## src/rtl/smbs_pkg.sv

```systemverilog
package smbs_pkg;
  typedef enum logic [2:0] {
    S_IDLE,
    S_ADDR,
    S_AACK,
    S_WDAT,
    S_WACK,
    S_RDAT,
    S_RACK
  } smbs_st_e;

  localparam int unsigned BYTE_W = 8;
endpackage

```

## src/rtl/smbs_filt.sv

```systemverilog
module smbs_filt #(
  parameter int unsigned SYNC_STAGES = 2,
  parameter int unsigned FILT_LEN    = 3
) (
  input  logic clk,
  input  logic rst_n,
  input  logic din,
  output logic dout
);
  logic [SYNC_STAGES-1:0] sync_q;
  logic [FILT_LEN-1:0]    hist_q;
  logic                   out_q, out_d;

  // output follows only when every sample in the window agrees
  always_comb begin
    out_d = out_q;
    if (&hist_q)       out_d = 1'b1;
    else if (~|hist_q) out_d = 1'b0;
  end

  always_ff @(posedge clk or negedge rst_n) begin
    if (!rst_n) begin
      sync_q <= '1;
      hist_q <= '1;
      out_q  <= 1'b1;
    end else begin
      sync_q <= {sync_q[SYNC_STAGES-2:0], din};
      hist_q <= {hist_q[FILT_LEN-2:0], sync_q[SYNC_STAGES-1]};
      out_q  <= out_d;
    end
  end

  assign dout = out_q;
endmodule

```

## src/rtl/smbs_cond.sv

```systemverilog
module smbs_cond (
  input  logic clk,
  input  logic rst_n,
  input  logic scl_f,
  input  logic sda_f,
  output logic start_det,
  output logic stop_det,
  output logic scl_rise,
  output logic scl_fall
);
  logic scl_p, sda_p;

  always_ff @(posedge clk or negedge rst_n) begin
    if (!rst_n) begin
      scl_p <= 1'b1;
      sda_p <= 1'b1;
    end else begin
      scl_p <= scl_f;
      sda_p <= sda_f;
    end
  end

  assign start_det = scl_f & scl_p & sda_p & ~sda_f;
  assign stop_det  = scl_f & scl_p & ~sda_p & sda_f;
  assign scl_rise  = scl_f & ~scl_p;
  assign scl_fall  = ~scl_f & scl_p;
endmodule

```

## src/rtl/smbs_core.sv

```systemverilog
module smbs_core
  import smbs_pkg::*;
#(
  parameter logic [4:0]  ADDR_HI = 5'b01011,
  parameter int unsigned PTR_W   = 8
) (
  input  logic             clk,
  input  logic             rst_n,
  input  logic             start_det,
  input  logic             stop_det,
  input  logic             scl_rise,
  input  logic             scl_fall,
  input  logic             sda_f,
  input  logic [1:0]       strap_i,
  input  logic [BYTE_W-1:0] rdata,
  output logic             oe,
  output logic [PTR_W-1:0] ptr,
  output logic             wr,
  output logic [BYTE_W-1:0] wdata,
  output logic             idle,
  output logic             locked,
  output logic [1:0]       addr_lo
);
  smbs_st_e          st_q, st_d;
  logic [2:0]        bcnt_q, bcnt_d;
  logic              full_q, full_d;
  logic [BYTE_W-1:0] sh_q, sh_d;
  logic              rw_q, rw_d, first_q, first_d, inc_q, inc_d, nack_q, nack_d;
  logic              oe_q, oe_d, wr_q, wr_d, lock_q, lock_d;
  logic [1:0]        alo_q, alo_d;
  logic [PTR_W-1:0]  ptr_q, ptr_d;
  logic [BYTE_W-1:0] wd_q, wd_d;

  always_comb begin
    st_d = st_q;  bcnt_d = bcnt_q; full_d = full_q; sh_d = sh_q;
    rw_d = rw_q;  first_d = first_q; inc_d = inc_q; nack_d = nack_q;
    oe_d = oe_q;  wr_d = 1'b0; lock_d = lock_q; alo_d = alo_q;
    ptr_d = ptr_q; wd_d = wd_q;
    if (start_det) begin
      st_d = S_ADDR; bcnt_d = '0; full_d = 1'b0; oe_d = 1'b0;
      if (!lock_q) begin
        lock_d = 1'b1;
        alo_d  = strap_i;
      end
    end else if (stop_det) begin
      st_d = S_IDLE; oe_d = 1'b0;
    end else begin
      unique case (st_q)
        S_ADDR, S_WDAT: begin
          if (scl_rise && !full_q) begin
            sh_d   = {sh_q[BYTE_W-2:0], sda_f};
            bcnt_d = bcnt_q + 3'd1;
            if (bcnt_q == 3'd7) full_d = 1'b1;
          end else if (scl_fall && full_q) begin
            full_d = 1'b0;
            if (st_q == S_ADDR) begin
              if (sh_q[7:1] == {ADDR_HI, alo_q}) begin
                oe_d = 1'b1; rw_d = sh_q[0]; st_d = S_AACK;
              end else begin
                st_d = S_IDLE;
              end
            end else begin
              oe_d = 1'b1; st_d = S_WACK;
              if (first_q) begin
                ptr_d = PTR_W'(sh_q); first_d = 1'b0; inc_d = 1'b0;
              end else begin
                wr_d = 1'b1; wd_d = sh_q; inc_d = 1'b1;
              end
            end
          end
        end
        S_AACK: if (scl_fall) begin
          bcnt_d = '0; full_d = 1'b0;
          if (rw_q) begin
            sh_d = rdata; oe_d = ~rdata[7]; st_d = S_RDAT;
          end else begin
            oe_d = 1'b0; first_d = 1'b1; st_d = S_WDAT;
          end
        end
        S_WACK: if (scl_fall) begin
          oe_d = 1'b0; bcnt_d = '0; st_d = S_WDAT;
          if (inc_q) ptr_d = ptr_q + PTR_W'(1);
        end
        S_RDAT: begin
          if (scl_rise) begin
            bcnt_d = bcnt_q + 3'd1;
            if (bcnt_q == 3'd7) full_d = 1'b1;
          end else if (scl_fall) begin
            if (full_q) begin
              full_d = 1'b0; oe_d = 1'b0; st_d = S_RACK;
              ptr_d  = ptr_q + PTR_W'(1);
            end else begin
              sh_d = {sh_q[BYTE_W-2:0], 1'b0};
              oe_d = ~sh_q[BYTE_W-2];
            end
          end
        end
        S_RACK: begin
          if (scl_rise) nack_d = sda_f;
          else if (scl_fall) begin
            if (nack_q) st_d = S_IDLE;
            else begin
              sh_d = rdata; oe_d = ~rdata[7]; bcnt_d = '0; st_d = S_RDAT;
            end
          end
        end
        default: ;
      endcase
    end
  end

  always_ff @(posedge clk or negedge rst_n) begin
    if (!rst_n) begin
      st_q <= S_IDLE; bcnt_q <= '0; full_q <= 1'b0; sh_q <= '0;
      rw_q <= 1'b0; first_q <= 1'b0; inc_q <= 1'b0; nack_q <= 1'b0;
      oe_q <= 1'b0; wr_q <= 1'b0; lock_q <= 1'b0; alo_q <= '0;
      ptr_q <= '0; wd_q <= '0;
    end else begin
      st_q <= st_d; bcnt_q <= bcnt_d; full_q <= full_d; sh_q <= sh_d;
      rw_q <= rw_d; first_q <= first_d; inc_q <= inc_d; nack_q <= nack_d;
      oe_q <= oe_d; wr_q <= wr_d; lock_q <= lock_d; alo_q <= alo_d;
      ptr_q <= ptr_d; wd_q <= wd_d;
    end
  end

  assign oe      = oe_q;
  assign ptr     = ptr_q;
  assign wr      = wr_q;
  assign wdata   = wd_q;
  assign idle    = (st_q == S_IDLE);
  assign locked  = lock_q;
  assign addr_lo = alo_q;
endmodule

```

## src/rtl/smb_regslave.sv

```systemverilog
module smb_regslave #(
  parameter logic [4:0]  ADDR_HI     = 5'b01011,
  parameter int unsigned SYNC_STAGES = 2,
  parameter int unsigned FILT_LEN    = 3,
  parameter int unsigned PTR_W       = 8
) (
  input  logic             clk,
  input  logic             rst_n,
  input  logic             scl_i,
  input  logic             sda_i,
  output logic             sda_oe,
  input  logic [1:0]       strap_i,
  output logic [PTR_W-1:0] reg_addr,
  output logic             reg_wr,
  output logic [7:0]       reg_wdata,
  input  logic [7:0]       reg_rdata
);
  localparam int unsigned N_LINES = 2;

  logic [1:0]         rst_sync_q;
  logic               rst_int_n;
  logic [N_LINES-1:0] line_raw, line_f;
  logic               scl_f, sda_f;
  logic               start_det, stop_det, scl_rise, scl_fall;
  logic               core_idle, locked;
  logic [1:0]         addr_lo;

  // reset asserts at once, releases on a clock edge
  always_ff @(posedge clk or negedge rst_n) begin
    if (!rst_n) rst_sync_q <= '0;
    else        rst_sync_q <= {rst_sync_q[0], 1'b1};
  end
  assign rst_int_n = rst_sync_q[1];

  assign line_raw = {sda_i, scl_i};

  for (genvar g = 0; g < N_LINES; g++) begin : g_line
    smbs_filt #(.SYNC_STAGES(SYNC_STAGES), .FILT_LEN(FILT_LEN)) u_filt (
      .clk  (clk),
      .rst_n(rst_int_n),
      .din  (line_raw[g]),
      .dout (line_f[g])
    );
  end

  assign scl_f = line_f[0];
  assign sda_f = line_f[1];

  smbs_cond u_cond (
    .clk      (clk),
    .rst_n    (rst_int_n),
    .scl_f    (scl_f),
    .sda_f    (sda_f),
    .start_det(start_det),
    .stop_det (stop_det),
    .scl_rise (scl_rise),
    .scl_fall (scl_fall)
  );

  smbs_core #(.ADDR_HI(ADDR_HI), .PTR_W(PTR_W)) u_core (
    .clk      (clk),
    .rst_n    (rst_int_n),
    .start_det(start_det),
    .stop_det (stop_det),
    .scl_rise (scl_rise),
    .scl_fall (scl_fall),
    .sda_f    (sda_f),
    .strap_i  (strap_i),
    .rdata    (reg_rdata),
    .oe       (sda_oe),
    .ptr      (reg_addr),
    .wr       (reg_wr),
    .wdata    (reg_wdata),
    .idle     (core_idle),
    .locked   (locked),
    .addr_lo  (addr_lo)
  );
endmodule

```

## config.mk

```make
export PLATFORM = sky130hd
export DESIGN_NAME = smb_regslave
export DESIGN_NICKNAME = d
export VERILOG_FILES = /design/src/rtl/smbs_pkg.sv /design/src/rtl/smbs_filt.sv /design/src/rtl/smbs_cond.sv /design/src/rtl/smbs_core.sv /design/src/rtl/smb_regslave.sv
export SDC_FILE = /design/constraint.sdc
export NUM_CORES = 1
export LEC_CHECK = 0
export ABC_AREA = 1
export BUFFER_PORTS_ARGS = -buffer_cell sky130_fd_sc_hd__clkbuf_2
export CORE_MARGIN = 2
export CORE_UTILIZATION = 28
export CTS_BUF_LIST = sky130_fd_sc_hd__clkbuf_2
export DETAILED_ROUTE_END_ITERATION = 7
export GPL_TIMING_DRIVEN = 0
export HOLD_SLACK_MARGIN = 0.1
export PLACE_DENSITY_LB_ADDON = 0.12
export SYNTH_ARGS = -nofsm -noshare
export SYNTH_HDL_FRONTEND = slang
export SYNTH_SLANG_ARGS = --single-unit
```

## constraint.sdc

```tcl
create_clock -name clk -period 3.55 [get_ports clk]
set_clock_uncertainty 0.1 [all_clocks]
set_input_delay 0.1775 -clock clk [delete_from_list [all_inputs] [get_ports clk]]
set_output_delay 0.1775 -clock clk [all_outputs]
set_load 0.03 [all_outputs]
```

==> impl_metrics.json <==
{
  "fin_crit_sh": 0.618,
  "via_count_of_the_first_global_routing_pass": 2441,
  "worst_slew_slack_as_a_fraction_of_its_limit": 0.529,
  "netlist_instances": 370,
  "final.min_clock_period_ns": 2.20,
  "fp.dieH_microns": 105,
  "numClockSinks": 56,
  "drtPass1Iterations": 4,
  "main_combinational_cell_family_by_area_after_synthesis": "simple AND/OR/NAND/NOR gates",
  "hold_buffers": 14,
  "placement.setup.worst_slack_ns": 1.41,
  "setup-violations-final": 0,
  "cts_tree": "yes",
  "kind_of_critical_path": "flop to flop",
  "grt_pass1_wl_mm": 12.3,
  "tritoncts.num_buffers": 5,
  "powerDensity_nw_per_um2": 689,
  "place.gp.congestion": 0.844,
  "routed_via_density": 4.63,
  "fin_tns_setup_ns": 0,
  "syn_nets": 387,
  "path_clk_slew_ns": 0.28,
  "antenna_cells": 0,
  "cpPeakStageDelay_ns": 0.61,
  "p_leak_nw": 1.70,
  "drc": 0,
  "synthXorXnorAreaFrac": 0,
  "start_util": 0.291,
  "run_status": "finished, final reports clean",
  "wl_per_cell_microns": 12.9,
  "clock_latency_ns": 0.44,
  "vias": 2577,
  "synthDistinctLibCells": 30,
  "worst_hold_path_type": "flop to asynchronous set/reset pin",
  "cts-root-buf": "sky130_fd_sc_hd__clkbuf_2",
  "setup_slack_ns": 1.35,
  "synth.cell_area_sq_um": 2870,
  "grt_max_degree": 30,
  "cp_cell_sequence": "inv_1 -> nor2_1 -> nand2_1 -> nand2_1 -> nand2_1 -> nor2_1 -> nand3_2 -> buf_6 -> nand2_1 -> o21ai_1",
  "post_synthesis_share_of_cell_area_spent_on_and_or_nand_and_nor_gates": 0.301,
  "yosysWarnings": 0,
  "synth_fa_ha_area_frac": 0.0131,
  "synth-seq-cells": 56,
  "timing.critical_path.to_type": "flop",
  "initial_antenna_violation_count": 0,
  "synth_top_area_share": 0.367,
  "drive_gt1_frac": 0.175,
  "synth_compound_gate_area_share": 0.112,
  "overflow": 0,
  "achievable-frequency_mhz": 456,
  "post_synthesis_cell_type_with_the_largest_combined_area": "sky130_fd_sc_hd__dfrtp_1",
  "arrival_ns": 2.47,
  "vdd.ir_drop.worst_uv": 175,
  "cts-htree-levels": 2,
  "total_power_mw": 2.34,
  "synth.area.top_cells": "sky130_fd_sc_hd__dfrtp_1 (37%), sky130_fd_sc_hd__nand2_1 (14%), sky130_fd_sc_hd__dfstp_2 (13%)",
  "final_antenna_net_count": 0,
  "grt_usage": 0.138,
  "dp_hpwl_mm": 5.44,
  "mean_syn_cell_area_sq_um": 7.75,
  "seq_area_frac_synth": 0.495,
  "required_worst_endpoint_ns": 3.82,
  "boundaryPins": 32,
  "cap_viol_max_count": 0,
  "multiInputGateArea_sq_um": 1230,
  "synthToLayoutAreaGrowth_pct": 18.3,
  "placement_rows": 36,
  "yosys-mux-area-fraction": 0.00393,
  "core_area_sq_um": 9860,
  "1st_iter_drt_viols": 144,
  "hold_fails_final_rpt": 0,
  "fill_cells": 1077,
  "post_cts_resize_count": 0,
  "clockBufferDepth": 2,
  "worst_path_max_delay_cell": "sky130_fd_sc_hd__dfstp_2",
  "chipWidth_microns": 105,
  "placement.io_buffers": 31,
  "postCtsSetupRepairBufs": 0,
  "routed_wl_mm": 7.21,
  "transition_time_at_the_pin_with_the_least_slew_margin_ns": 0.703,
  "die_area_sq_um": 11100,
  "rsz0062_at_grt": "no",
  "timing.critical_path.mode_cell": "sky130_fd_sc_hd__nand2_1",
  "final_nets": 440,
  "ff_latch_area_sq_um": 1420,
  "worstPathMaxFanout": 10,
  "startpoint_type": "flop",
  "slew_viol_final": 0
}
[power by group]
part | leakage, nW | internal [mW] | total, mW | switching (mW)
logic | 1.02 | 0.369 | 1.15 | 0.777
clock network | 0.0266 | 0.0490 | 0.255 | 0.206
registers | 0.644 | 0.787 | 0.934 | 0.148
total | 1.70 | 1.20 | 2.34 | 1.13
[state kept, by name, indices dropped and copies added, names as in the netlist, 2 cells and up]
register,count
g_line.u_filt.sync_q,4
u_core.ptr,8
u_core.bcnt_q,3
u_core.wdata,8
u_core.st_q,3
g_line.u_filt.hist_q,6
rst_sync_q,2
u_core.addr_lo,2
g_line.u_filt.dout,2
u_core.sh_q,8
[per-layer routing]
metal  part of all wire  GRT usage  vias to the layer above
li1                   -          -                     1308
met2               0.46      0.223                       59
met5                  0          0                        -
met4              0.014     0.0286                        0
met3              0.040     0.0225                        8
met1               0.49      0.193                     1202
[worst max-delay path, delay by kind of cell, from the launching register on]
| family | cells | cell delay [ns] |
|---|---|---|
| AOI/OAI and AO/OA | 1 | 0.06 |
| and+or+nand+nor | 7 | 1.10 |
| buffers and inverters | 2 | 0.26 |
| DFF | 1 | 0.61 |
[per-stage QoR]
stage / cell area, sq um / utilization / instances / hold WS (ns)
3_3_place_gp: 3190 / 0.323 / 534 / -0.136
3_5_place_dp: 3210 / 0.325 / 535 / -0.135
4_1_cts: 3390 / 0.344 / 557 / 0.197
6_report: 3390 / 0.344 / 557 / 0.185
2_1_floorplan: 2870 / - / 370 / -0.218
5_1_grt: 3390 / 0.344 / 557 / 0.179
[cells in the final DEF, fill, tap and decap left out, drive strengths merged, types with 11 or more instances in the layout]
master / Yosys / final
a21oi: 11 / 11
clkbuf: 2 / 39
dfrtp: 42 / 42
dfstp: 14 / 14
dlygate4sd3: 0 / 14
inv: 48 / 48
nand2: 110 / 110
nand3: 25 / 25
nand4: 15 / 15
nor2: 35 / 35
o21ai: 44 / 44
[cell usage after synthesis (all sizes together)]
library cell  number
o21bai             3
a21oi             11
and3               1
o211ai             2
dfstp             14
conb               1
buf                3
o21ai             44
clkbuf             2
nand2            110
dfrtp             42
nand3             25
nor2              35
nor4               1
inv               48
mux2               1
nor3               6
ha                 3
o21a               1
and2               1
clkinv             1
nand4             15
[kinds of logic (layout without fill, tap and decap cells)]
family          Yosys count  after routing
buf+inv                  54            108
compound gates           61             61
other cells               1              1
fa+ha+maj                 3              3
flops                    56             56
simple gates            194            194
mux                       1              1
[path summary, 6_finish.rpt]
kind / startpoint / end / slack (ns) / depth (start not counted)
setup reg to reg: u_cond.scl_p / u_core.ptr[5] / 1.35 / 10
hold reg to reg: rst_sync_q[1] / u_core.st_q[1] / 0.19 / 0
hold / removal: rst_sync_q[1] / u_core.st_q[1] / 0.19 / 0
max in group asynchronous: rst_sync_q[1] / u_core.wdata[5] / 2.60 / 1
setup / recovery: u_cond.scl_p / u_core.ptr[5] / 1.35 / 10
min in group clk: sda_i / g_line[1].u_filt.sync_q[0] / 0.21 / 2
[final cells by class]
class / instances / area share
plain buffers: 5 / 0.00849
inverters: 49 / 0.0542
repair buffers: 46 / 0.0930
well taps: 133 / 0.0491
multi-input cells: 260 / 0.364
flip-flops and latches: 56 / 0.419
clock inverters: 2 / 0.00332
clock buffers: 6 / 0.00886
Power figures use the tool's default switching activity.
